==> src/rtl/dmach_pkg.sv <==
package dmach_pkg;

  typedef enum logic [2:0] {
    S_IDLE,
    S_DREQ,
    S_DRSP,
    S_BOUND,
    S_RREQ,
    S_RRSP,
    S_WREQ
  } xfer_state_e;

  localparam logic [7:0] OFS_CNT  = 8'h00;
  localparam logic [7:0] OFS_SRC  = 8'h10;
  localparam logic [7:0] OFS_DST  = 8'h20;
  localparam logic [7:0] OFS_NDP  = 8'h30;
  localparam logic [7:0] OFS_CTRL = 8'h40;
  localparam logic [7:0] OFS_CUR  = 8'h70;
  localparam logic [7:0] OFS_MASK = 8'h80;
  localparam logic [7:0] OFS_STAT = 8'hA0;

  localparam int CB_SRC_LO = 2;
  localparam int CB_DST_LO = 4;
  localparam int CB_BST_LO = 6;
  localparam int CB_CHAIN  = 9;
  localparam int CB_EN     = 12;
  localparam int CB_FETCH  = 13;
  localparam int CB_ACT    = 14;
  localparam int CB_ABORT  = 20;

  typedef struct packed {
    logic       enable;
    logic       chain;
    logic [2:0] burst;
    logic [1:0] dst_dir;
    logic [1:0] src_dir;
  } chan_cfg_t;

endpackage

==> src/rtl/dmach_addr_unit.sv <==
module dmach_addr_unit #(
  parameter int AW = 32
) (
  input  logic          clk,
  input  logic          rst_n,
  input  logic          sw_we,
  input  logic [AW-1:0] sw_val,
  input  logic          ld,
  input  logic [AW-1:0] ld_val,
  input  logic          step,
  input  logic          hold,
  output logic [AW-1:0] addr
);
  localparam logic [AW-1:0] STEP_BYTES = AW'(4);

  always_ff @(posedge clk) begin
    if (!rst_n) begin
      addr <= '0;
    end else if (ld) begin
      addr <= ld_val;
    end else if (step) begin
      if (!hold) addr <= addr + STEP_BYTES;
    end else if (sw_we) begin
      addr <= sw_val;
    end
  end
endmodule

==> src/rtl/dmach_regs.sv <==
module dmach_regs
  import dmach_pkg::*;
#(
  parameter int AW = 32
) (
  input  logic          clk,
  input  logic          rst_n,
  input  logic          reg_we,
  input  logic [7:0]    reg_addr,
  input  logic [31:0]   reg_wdata,
  input  logic          done_evt,
  input  logic          abort_take,
  input  logic          fetch_take,
  input  logic          ndp_ld,
  input  logic [AW-1:0] ndp_val,
  output chan_cfg_t     cfg,
  output logic          fetch_req,
  output logic          abort_pend,
  output logic [AW-1:0] ndp,
  output logic          mask_q,
  output logic          stat_q,
  output logic          irq
);
  logic wr_ctrl, wr_ndp, wr_mask, wr_stat;

  assign wr_ctrl = reg_we && (reg_addr == OFS_CTRL);
  assign wr_ndp  = reg_we && (reg_addr == OFS_NDP);
  assign wr_mask = reg_we && (reg_addr == OFS_MASK);
  assign wr_stat = reg_we && (reg_addr == OFS_STAT);

  always_ff @(posedge clk) begin
    if (!rst_n) begin
      cfg        <= '0;
      fetch_req  <= 1'b0;
      abort_pend <= 1'b0;
    end else begin
      if (wr_ctrl) begin
        cfg.enable  <= reg_wdata[CB_EN];
        cfg.chain   <= reg_wdata[CB_CHAIN];
        cfg.burst   <= reg_wdata[CB_BST_LO +: 3];
        cfg.dst_dir <= reg_wdata[CB_DST_LO +: 2];
        cfg.src_dir <= reg_wdata[CB_SRC_LO +: 2];
        if (reg_wdata[CB_FETCH]) fetch_req  <= 1'b1;
        if (reg_wdata[CB_ABORT]) abort_pend <= 1'b1;
      end
      if (fetch_take) fetch_req <= 1'b0;
      if (abort_take) begin
        cfg.enable <= 1'b0;
        abort_pend <= 1'b0;
        fetch_req  <= 1'b0;
      end
    end
  end

  always_ff @(posedge clk) begin
    if (!rst_n) begin
      ndp <= '0;
    end else if (ndp_ld) begin
      ndp <= ndp_val;
    end else if (wr_ndp) begin
      ndp <= reg_wdata[AW-1:0];
    end
  end

  always_ff @(posedge clk) begin
    if (!rst_n) begin
      mask_q <= 1'b0;
      stat_q <= 1'b0;
    end else begin
      if (wr_mask) mask_q <= reg_wdata[0];
      if (wr_stat && !reg_wdata[0]) stat_q <= 1'b0;
      if (done_evt) stat_q <= 1'b1;
    end
  end

  assign irq = stat_q & mask_q;
endmodule

==> src/rtl/dmach_xfer.sv <==
module dmach_xfer
  import dmach_pkg::*;
#(
  parameter int AW        = 32,
  parameter int MAX_BYTES = 65536
) (
  input  logic            clk,
  input  logic            rst_n,
  input  logic            reg_we,
  input  logic [7:0]      reg_addr,
  input  logic [31:0]     reg_wdata,
  input  chan_cfg_t       cfg,
  input  logic            fetch_req,
  input  logic            abort_pend,
  input  logic [AW-1:0]   ndp,
  output logic            done_evt,
  output logic            abort_take,
  output logic            fetch_take,
  output logic            ndp_ld,
  output logic [AW-1:0]   ndp_val,
  output logic            active,
  output logic [$clog2(MAX_BYTES+1)-1:0] cnt,
  output logic [AW-1:0]   src,
  output logic [AW-1:0]   dst,
  output logic [AW-1:0]   cur,
  output logic            mem_req_valid,
  input  logic            mem_req_ready,
  output logic            mem_req_we,
  output logic [AW-1:0]   mem_req_addr,
  output logic [31:0]     mem_req_wdata,
  input  logic            mem_rsp_valid,
  output logic            mem_rsp_ready,
  input  logic [31:0]     mem_rsp_rdata
);
  localparam int CNT_W = $clog2(MAX_BYTES + 1);
  localparam int NPTR  = 2;

  xfer_state_e st;
  logic [1:0]  widx;
  logic [31:0] data_q;
  logic        rsp_hit, wr_done, chain_go;

  logic [NPTR-1:0] p_swe, p_ld, p_hold;
  logic [AW-1:0]   p_addr [NPTR];

  function automatic logic [CNT_W-1:0] clip(input logic [31:0] v);
    if (v > 32'(MAX_BYTES)) return CNT_W'(MAX_BYTES);
    else return v[CNT_W-1:0];
  endfunction

  assign active     = (st != S_IDLE);
  assign rsp_hit    = mem_rsp_valid && mem_rsp_ready;
  assign wr_done    = (st == S_WREQ) && mem_req_ready;
  assign abort_take = abort_pend && ((st == S_IDLE) || (st == S_BOUND));
  assign fetch_take = (st == S_IDLE) && !abort_pend && cfg.enable && fetch_req;
  assign done_evt   = (st == S_BOUND) && !abort_pend && (cnt == '0);
  assign chain_go   = cfg.chain && (ndp != '0);
  assign ndp_ld     = (st == S_DRSP) && rsp_hit && (widx == 2'd3);
  assign ndp_val    = mem_rsp_rdata[AW-1:0];

  assign p_swe[0]  = reg_we && (reg_addr == OFS_SRC) && !active;
  assign p_swe[1]  = reg_we && (reg_addr == OFS_DST) && !active;
  assign p_ld[0]   = (st == S_DRSP) && rsp_hit && (widx == 2'd1);
  assign p_ld[1]   = (st == S_DRSP) && rsp_hit && (widx == 2'd2);
  assign p_hold[0] = cfg.src_dir[1];
  assign p_hold[1] = cfg.dst_dir[1];

  for (genvar g = 0; g < NPTR; g++) begin : g_ptr
    dmach_addr_unit #(.AW(AW)) u_ptr (
      .clk    (clk),
      .rst_n  (rst_n),
      .sw_we  (p_swe[g]),
      .sw_val (reg_wdata[AW-1:0]),
      .ld     (p_ld[g]),
      .ld_val (mem_rsp_rdata[AW-1:0]),
      .step   (wr_done),
      .hold   (p_hold[g]),
      .addr   (p_addr[g])
    );
  end

  assign src = p_addr[0];
  assign dst = p_addr[1];

  always_ff @(posedge clk) begin
    if (!rst_n) begin
      st     <= S_IDLE;
      widx   <= '0;
      cnt    <= '0;
      cur    <= '0;
      data_q <= '0;
    end else begin
      unique case (st)
        S_IDLE: begin
          if (reg_we && (reg_addr == OFS_CNT)) cnt <= clip(reg_wdata);
          if (fetch_take) begin
            st   <= S_DREQ;
            cur  <= ndp;
            widx <= '0;
          end
        end
        S_DREQ: if (mem_req_ready) st <= S_DRSP;
        S_DRSP: begin
          if (rsp_hit) begin
            if (widx == 2'd0) cnt <= clip(mem_rsp_rdata);
            if (widx == 2'd3) begin
              st <= S_BOUND;
            end else begin
              widx <= widx + 2'd1;
              st   <= S_DREQ;
            end
          end
        end
        S_BOUND: begin
          if (abort_pend) begin
            st <= S_IDLE;
          end else if (cnt == '0) begin
            if (chain_go) begin
              st   <= S_DREQ;
              cur  <= ndp;
              widx <= '0;
            end else begin
              st <= S_IDLE;
            end
          end else if (cfg.enable) begin
            st <= S_RREQ;
          end
        end
        S_RREQ: if (mem_req_ready) st <= S_RRSP;
        S_RRSP: begin
          if (rsp_hit) begin
            data_q <= mem_rsp_rdata;
            st     <= S_WREQ;
          end
        end
        S_WREQ: begin
          if (mem_req_ready) begin
            cnt <= (cnt > CNT_W'(4)) ? cnt - CNT_W'(4) : '0;
            st  <= S_BOUND;
          end
        end
        default: st <= S_IDLE;
      endcase
    end
  end

  always_comb begin
    mem_req_valid = 1'b0;
    mem_req_we    = 1'b0;
    mem_req_addr  = dst;
    mem_rsp_ready = 1'b0;
    unique case (st)
      S_DREQ: begin
        mem_req_valid = 1'b1;
        mem_req_addr  = cur + AW'({widx, 2'b00});
      end
      S_RREQ: begin
        mem_req_valid = 1'b1;
        mem_req_addr  = src;
      end
      S_WREQ: begin
        mem_req_valid = 1'b1;
        mem_req_we    = 1'b1;
      end
      S_DRSP, S_RRSP: mem_rsp_ready = 1'b1;
      default: ;
    endcase
  end

  assign mem_req_wdata = data_q;
endmodule

==> src/rtl/dmach_engine.sv <==
module dmach_engine
  import dmach_pkg::*;
#(
  parameter int AW        = 32,
  parameter int MAX_BYTES = 65536
) (
  input  logic          clk,
  input  logic          rst_n,
  input  logic          reg_we,
  input  logic [7:0]    reg_addr,
  input  logic [31:0]   reg_wdata,
  output logic [31:0]   reg_rdata,
  output logic          mem_req_valid,
  input  logic          mem_req_ready,
  output logic          mem_req_we,
  output logic [AW-1:0] mem_req_addr,
  output logic [31:0]   mem_req_wdata,
  input  logic          mem_rsp_valid,
  output logic          mem_rsp_ready,
  input  logic [31:0]   mem_rsp_rdata,
  output logic          irq
);
  localparam int CNT_W = $clog2(MAX_BYTES + 1);

  chan_cfg_t        cfg;
  logic             fetch_req, abort_pend, mask_q, stat_q;
  logic             done_evt, abort_take, fetch_take, ndp_ld, active;
  logic [AW-1:0]    ndp, ndp_val, src, dst, cur;
  logic [CNT_W-1:0] cnt;
  logic             cfg_enable, cfg_chain;

  assign cfg_enable = cfg.enable;
  assign cfg_chain  = cfg.chain;

  dmach_regs #(.AW(AW)) u_regs (
    .clk        (clk),
    .rst_n      (rst_n),
    .reg_we     (reg_we),
    .reg_addr   (reg_addr),
    .reg_wdata  (reg_wdata),
    .done_evt   (done_evt),
    .abort_take (abort_take),
    .fetch_take (fetch_take),
    .ndp_ld     (ndp_ld),
    .ndp_val    (ndp_val),
    .cfg        (cfg),
    .fetch_req  (fetch_req),
    .abort_pend (abort_pend),
    .ndp        (ndp),
    .mask_q     (mask_q),
    .stat_q     (stat_q),
    .irq        (irq)
  );

  dmach_xfer #(.AW(AW), .MAX_BYTES(MAX_BYTES)) u_xfer (
    .clk           (clk),
    .rst_n         (rst_n),
    .reg_we        (reg_we),
    .reg_addr      (reg_addr),
    .reg_wdata     (reg_wdata),
    .cfg           (cfg),
    .fetch_req     (fetch_req),
    .abort_pend    (abort_pend),
    .ndp           (ndp),
    .done_evt      (done_evt),
    .abort_take    (abort_take),
    .fetch_take    (fetch_take),
    .ndp_ld        (ndp_ld),
    .ndp_val       (ndp_val),
    .active        (active),
    .cnt           (cnt),
    .src           (src),
    .dst           (dst),
    .cur           (cur),
    .mem_req_valid (mem_req_valid),
    .mem_req_ready (mem_req_ready),
    .mem_req_we    (mem_req_we),
    .mem_req_addr  (mem_req_addr),
    .mem_req_wdata (mem_req_wdata),
    .mem_rsp_valid (mem_rsp_valid),
    .mem_rsp_ready (mem_rsp_ready),
    .mem_rsp_rdata (mem_rsp_rdata)
  );

  always_comb begin
    reg_rdata = '0;
    unique case (reg_addr)
      OFS_CNT:  reg_rdata = 32'(cnt);
      OFS_SRC:  reg_rdata = 32'(src);
      OFS_DST:  reg_rdata = 32'(dst);
      OFS_NDP:  reg_rdata = 32'(ndp);
      OFS_CUR:  reg_rdata = 32'(cur);
      OFS_MASK: reg_rdata = {31'b0, mask_q};
      OFS_STAT: reg_rdata = {31'b0, stat_q};
      OFS_CTRL: begin
        reg_rdata[CB_SRC_LO +: 2] = cfg.src_dir;
        reg_rdata[CB_DST_LO +: 2] = cfg.dst_dir;
        reg_rdata[CB_BST_LO +: 3] = cfg.burst;
        reg_rdata[CB_CHAIN]       = cfg.chain;
        reg_rdata[CB_EN]          = cfg.enable;
        reg_rdata[CB_FETCH]       = fetch_req;
        reg_rdata[CB_ACT]         = active;
        reg_rdata[CB_ABORT]       = abort_pend;
      end
      default: reg_rdata = '0;
    endcase
  end
endmodule

==> config.mk <==
export PLATFORM = sky130hd
export DESIGN_NAME = dmach_engine
export DESIGN_NICKNAME = d
export VERILOG_FILES = /design/src/rtl/dmach_pkg.sv /design/src/rtl/dmach_addr_unit.sv /design/src/rtl/dmach_regs.sv /design/src/rtl/dmach_xfer.sv /design/src/rtl/dmach_engine.sv
export SDC_FILE = /design/constraint.sdc
export NUM_CORES = 1
export LEC_CHECK = 0
export ABC_CLOCK_PERIOD_IN_PS = 7840
export BUFFER_PORTS_ARGS = -buffer_cell sky130_fd_sc_hd__buf_4
export CORE_MARGIN = 1
export CORE_UTILIZATION = 35
export CTS_BUF_LIST = sky130_fd_sc_hd__clkbuf_2 sky130_fd_sc_hd__clkbuf_4 sky130_fd_sc_hd__clkbuf_8
export CTS_CLUSTER_SIZE = 14
export DETAILED_ROUTE_END_ITERATION = 10
export GPL_ROUTABILITY_DRIVEN = 0
export SLEW_MARGIN = 0
export SYNTH_ARGS = -nofsm -noshare
export SYNTH_HDL_FRONTEND = slang
export SYNTH_HIERARCHICAL = 1
export SYNTH_SLANG_ARGS = --single-unit
==> constraint.sdc <==
create_clock -name clk -period 7.84 [get_ports clk]
set_input_delay 0.392 -clock clk [delete_from_list [all_inputs] [get_ports clk]]
set_output_delay 0.392 -clock clk [all_outputs]
set_load 0.01 [all_outputs]
======== Yosys cells after proc, flatten, opt, wreduce, memory -nomap -nowiden ========
Cells that the tools add are included.
storage, ports and cells
  register bits after elaboration ......... 195
  output and inout port bits .............. 100
  logic and storage cells ................. 166
cells by class
  $add $sub $neg .......................... 5
  order comparisons ....................... 3
  eq/ne operators ......................... 31
  mux-type cells .......................... 55
  bitwise gates (word level) .............. 2
  reduce and logical (&&, ||, !) cells .... 53
operators with widths
  operator                                              count
  2-to-1 mux 32 bit                                     14
  case mux 32 bit (2 select lines)                      2
  2-to-1 mux 17 bit                                     7
  adder 32 x 3 -> 32 bit, second input constant         2
  > comparator 32 x 17 -> 1 bit, second input constant  2
  case mux 17 bit (3 select lines)                      1
  case mux 8 bit (6 select lines)                       1
  case mux 11 bit (4 select lines)                      1
  adder 32 x 4 -> 32 bit                                1
  nonzero test 32 bit                                   1
  2-to-1 mux 3 bit                                      9
  case mux 5 bit (5 select lines)                       1
  logical AND 1 bit                                     23
  case mux 3 bit (7 select lines)                       1
  != test 2 bit, second input constant                  9
  case mux 3 bit (6 select lines)                       1
  > comparator 17 x 3 -> 1 bit, second input constant   1
  zero test 17 bit                                      1
  subtractor 17 x 3 -> 17 bit, second input constant    1
  == test 8 x 6 -> 1 bit, second input constant         2
  == test 8 x 7 -> 1 bit, second input constant         2
  == test 8 bit, second input constant                  2
  nonzero test 3 bit                                    5
  2-to-1 mux 2 bit                                      7
  28 further kinds                                      52

======== Logic depth before layout (Yosys ltp) ========
  word-level depth ........................ 8
  mapped depth ............................ 12
  depth with buffers taken out ............ 8

======== Cells and area by module ========
Netlist, hierarchy kept.
modules (own cells, without submodules)
  module           instances  cells an instance  area each (µm²)  seq. area each (µm²)
  dmach_xfer       1          741                5517.8           1721.7
  dmach_addr_unit  2          318                2287.2           640.6
  dmach_regs       1          259                2250.9           900.9
  dmach_engine     1          192                1597.8           0.0

======== Worst setup path after synthesis ========
No wires, ideal clock.
  path kind ............................... register -> register
  from .................................... reg u_xfer.st[0]
  to ...................................... reg u_xfer.g_ptr[0].u_ptr.addr[12]
  arrival ................................. 2642 ps
  required time ........................... 7714 ps
  slack ................................... 5072 ps
  stages on the path, launching flop included .. 13
  period minus slack after synthesis ...... 2768 ps
  path through ............................ dfxtp_1 -> clkbuf_1 -> nand2b_1 -> nor2_1 -> and2_1 -> clkbuf_1 -> nor2b_1 -> or3_1 -> clkbuf_1 -> clkbuf_1 -> o21ai_0 -> nand3_1 -> o21ai_0
between the ends
  elaborated cells between the ends (all ways) .. 17
RTL lines
  what                                                                       RTL line               text
  start: declaration                                                         dmach_xfer.sv:38       xfer_state_e st;
  start signal: assignment                                                   dmach_xfer.sv:87       st <= S_IDLE;
  start signal: assignment                                                   dmach_xfer.sv:97       st <= S_DREQ;
  start signal: assignment                                                   dmach_xfer.sv:102      S_DREQ: if (mem_req_ready) st <= S_DRSP;
  == test 3 bit *                                                            dmach_xfer.sv:53       assign wr_done = (st == S_WREQ) && mem_req_ready;
  logical AND 1 bit *                                                        dmach_xfer.sv:53
  via u_xfer.wr_done                                                         dmach_xfer.sv:41       logic rsp_hit, wr_done, chain_go;
  != test 3 bit (no source line), or another cell as far along               --
  AND reduction 2 bit (no source line) or 2-to-1 mux 32 bit (tied branches)  --
  end signal: assignment                                                     dmach_addr_unit.sv:20  addr <= ld_val;
  end signal: assignment                                                     dmach_addr_unit.sv:22  if (!hold) addr <= addr + STEP_BYTES;
  end signal: assignment                                                     dmach_addr_unit.sv:24  addr <= sw_val;
  end: declaration                                                           dmach_addr_unit.sv:12  output logic [AW-1:0] addr
The timed path passes the listed nets; every way through them passes the cells marked *.
A chain may end at the register's enable or synchronous reset.

======== Worst setup path after layout ========
  from .................................... reg u_xfer.st[2]
  to ...................................... reg u_xfer.g_ptr[1].u_ptr.addr[31]
between the ends
  elaborated cells between the ends (all ways) .. 17
RTL lines
  what                                                                       RTL line
  == test 3 bit *                                                            dmach_xfer.sv:53
  logical AND 1 bit *                                                        dmach_xfer.sv:53
  via u_xfer.wr_done                                                         dmach_xfer.sv:41
  != test 3 bit (no source line), or another cell as far along               --
  AND reduction 2 bit (no source line) or 2-to-1 mux 32 bit (tied branches)  --
  end signal: assignment                                                     dmach_addr_unit.sv:20
  end signal: assignment                                                     dmach_addr_unit.sv:22
  end signal: assignment                                                     dmach_addr_unit.sv:24
  end: declaration                                                           dmach_addr_unit.sv:12
Marks and branches as above.

==> run summary <==
======================================================================================
Status                                                                    complete, no violations
Number of buffers inserted for hold repair after clock tree synthesis                0
Post-cts sizing count                                                                0
Cell area after layout                                                       15600 um2
Signed area change from the synthesized netlist to the final layout              11.6%
TritonCTS clock tree                                                               yes
Syn_area_per_cell                                                             7.63 um2
Power Total                                                                    1.87 mW
Leading cell types in the layout, fill and taps excluded                  220 x nand2_1, 201 x buf_4, 195 x dfxtp_1, 156 x o21ai_0, 110 x nand3_1
Commonest non-fill, non-tap cell in the layout                                 nand2_1
Async set-reset flop share out of synthesis                                          0
Worst flop-to-flop path startpoint                                        u_xfer/st[2]$_SDFFE_PN0P_
Global-route wire length before repair                                        93700 um
Clock root buffer master                                                      clkbuf_8
Final-layout fill cell count                                                      4009
Worst r2r path cells                                                                 8
Max-slew violations                                                                  0
Tot GR Track Use                                                                 0.306
Number of DRC violations after detailed routing                                      0
Tmin final                                                                     4.03 ns
Arrival time of data at the critical path endpoint                             4.46 ns
Cells after Synth                                                                 1828
Critical Path Start Type                                                     flip-flop
Instance area after placement                                                15200 um2
Floorplan row count                                                                 72
Starting DRT DRC Count                                                            2922
Number of setup buffers added after CTS                                              0
Path type of the worst min-delay path                                           in2reg
Placed cells                                                                      2366
Yosys Warn Count                                                                     6
Detailed-route via count                                                         15900
Category of the critical setup timing path                                     reg2reg
Wire length per cell                                                           26.8 um
Die extent in y                                                                 202 um
Post-synth net total                                                              1917
Number of buffers between clock root and the deepest sink                            2
Hold path depth                                                                      3
P per Cell Area                                                             120 nW/um2
CP max FO                                                                           22
Starting utilization of the core area                                            0.357
Leakage power summed over all cells                                            5.36 nW
Crit Reg-Reg Endpoint                                                     u_xfer/g_ptr[1].u_ptr/addr[31]$_SDFFE_PN0P_
Half-perimeter wire length after detailed placement                           45400 um
Number of setup violations in the final report                                       0
Number of distinct standard cells referenced by the synthesized netlist             88
Congestion Overflow GR                                                               0
Final antenna-violating net count                                                    0
Average via count per standard cell                                               6.64
Antenna cell count                                                                   0
Share of the yosys chip area belonging to registers                              0.280
Number of enable-type register cells in the synthesized netlist                      0
CTS sink cnt                                                                       195
Storage element area                                                          3900 um2
Worst endpoint required time                                                   8.27 ns
Maximum clock skew at final layout                                           0.0261 ns
Endpoints failing hold                                                               0
Share of the clock period used by the worst path                                 0.514
Total of flip-flops plus latches after synthesis                                   195
Most common flop cell mapped by yosys                                          dfxtp_1
TritonCTS Buffers                                                                   17
Final net count                                                                   1956
Highest clock frequency the design can meet                                    248 MHz
Width of the die                                                                202 um
Highest ir drop seen on vdd                                                 0.000110 V
Floorplan Core Area                                                          39000 um2
Layout cell share with drive strength beyond 1                                   0.160
Unrepaired setup endpoints after global routing                                  false
Sort of element at the end of the critical path                              flip-flop
Start point of the worst hold path                                        mem_rsp_rdata[25]
TNS Setup                                                                         0 ns
Non-filler cells in the finished layout                                           2398
Final Routed Wirelength                                                       64400 um
Slew @ Worst Pin                                                               1.22 ns
Number of antenna violations at the first check in global routing                    0
Worst hold path endpoint                                                  u_xfer/mem_req_wdata[25]$_SDFFE_PN0P_
Total of buffers placed on input and output ports                                  176
Maximum number of pins on one net before global-route repair                        83
Setup slack on the worst flop-to-flop path                                     3.81 ns
Worst slew margin                                                                0.188
Cell area after synthesis                                                    13900 um2
Multi-input combinational cell area                                           8990 um2
I/O Pins                                                                           177
Vias in the first global route                                                   14100
H-tree depth reported by CTS                                                         4
Full die area                                                                40600 um2
Number of detailed-routing iterations run before antenna repair                      6
Reg clk slew, reported paths                                                   0.12 ns
Number of max-cap violations                                                         0
Clk_lat worst skew                                                             0.52 ns
======================================================================================
-- state kept, by name (all words and copies together), names as in the netlist --
register,cells
u_xfer/g_ptr.u_ptr/addr,64
u_regs/fetch_req,1
u_xfer/cur,32
u_regs/abort_pend,1
u_regs/ndp,32
u_regs/cfg,9
u_xfer/widx,2
u_xfer/st,3
u_xfer/mem_req_wdata,32
u_xfer/cnt,17
u_regs/stat_q,1
u_regs/mask_q,1
-- stage by stage --
stage	setup slack, ns	hold slack (ns)	utilization
floorplan	5.07	0.431	-
global placement	4.07	0.443	0.389
detailed placement	3.94	0.456	0.389
CTS	4.06	0.145	0.399
global route	3.70	0.160	0.399
finish	3.81	0.172	0.399
-- logic make-up (layout without fill, tap and decap cells) --
logic type      Yosys count  after routing  share of synthesized area
flops                   195            195                      0.280
mux                      68             68                     0.0539
xor+xnor                 36             36                     0.0226
simple gates            708            708                      0.261
compound gates          596            596                      0.293
fa+ha+maj                12             12                     0.0113
buf+inv                 213            265                     0.0785
-- power breakdown --
group	switching [mW]	internal, mW
clock	0.445	0.235
sequential	0.00217	0.991
combinational	0.143	0.0554
total	0.590	1.28
-- layer usage --
layer | GRT usage | share of wire
met1 | 0.437 | 0.42
met2 | 0.437 | 0.42
met3 | 0.0708 | 0.13
met4 | 0.127 | 0.041
met5 | 0 | 0
-- critical path: stages (launching register included) --
cell and delay (ns):
dfxtp_1 0.60, nand2b_1 0.18, nor2_1 0.34, and2_1 0.89, nor2b_1 0.42, nor2_1 0.89
o31a_1 0.26, a221oi_1 0.10, a211oi_1 0.26
-- layout make-up --
class | count | area share
clock buffer | 17 | 0.0150
clock inverter | 15 | 0.00941
tap | 518 | 0.0416
inverter | 31 | 0.00748
sequential | 195 | 0.251
multi-input combinational | 1420 | 0.578
timing repair buffer | 202 | 0.0977
-- Yosys cell counts, types with 30 or more instances --
| master | n | area share |
|---|---|---|
| a21boi_0 | 38 | 0.020 |
| nor4_1 | 41 | 0.018 |
| o21ai_0 | 156 | 0.056 |
| o31ai_1 | 34 | 0.018 |
| a31oi_1 | 45 | 0.020 |
| nand3_1 | 110 | 0.039 |
| mux2i_1 | 30 | 0.022 |
| a21oi_1 | 68 | 0.024 |
| nand2_1 | 220 | 0.059 |
| buf_4 | 36 | 0.019 |
| nand4_1 | 64 | 0.029 |
| a22oi_1 | 70 | 0.038 |
| nor3_1 | 36 | 0.013 |
| nor2_1 | 96 | 0.026 |
| clkbuf_1 | 99 | 0.027 |
| dfxtp_1 | 195 | 0.28 |
-- how the worst max path moves through the flow --
stage	startpoint	endpoint	slack, ns	cells past startpoint
3_5_place_dp	reg_addr[6]	u_xfer/g_ptr[0].u_ptr/addr[24]$_SDFFE_PN0P_	3.94	9
3_3_place_gp	reg_addr[6]	u_xfer/g_ptr[0].u_ptr/addr[24]$_SDFFE_PN0P_	4.07	9
6_report	u_xfer/st[2]$_SDFFE_PN0P_	u_xfer/g_ptr[1].u_ptr/addr[31]$_SDFFE_PN0P_	3.81	8
4_1_cts	u_xfer/st[2]$_SDFFE_PN0P_	u_xfer/g_ptr[1].u_ptr/addr[29]$_SDFFE_PN0P_	4.06	8
5_1_grt	u_xfer/st[2]$_SDFFE_PN0P_	u_xfer/g_ptr[0].u_ptr/addr[31]$_SDFFE_PN0P_	3.70	8
2_1_floorplan	u_xfer/st[0]$_SDFFE_PN0P_	u_xfer/g_ptr[0].u_ptr/addr[12]$_SDFFE_PN0P_	5.07	12
Note: power is estimated with default switching activity, not from simulation.
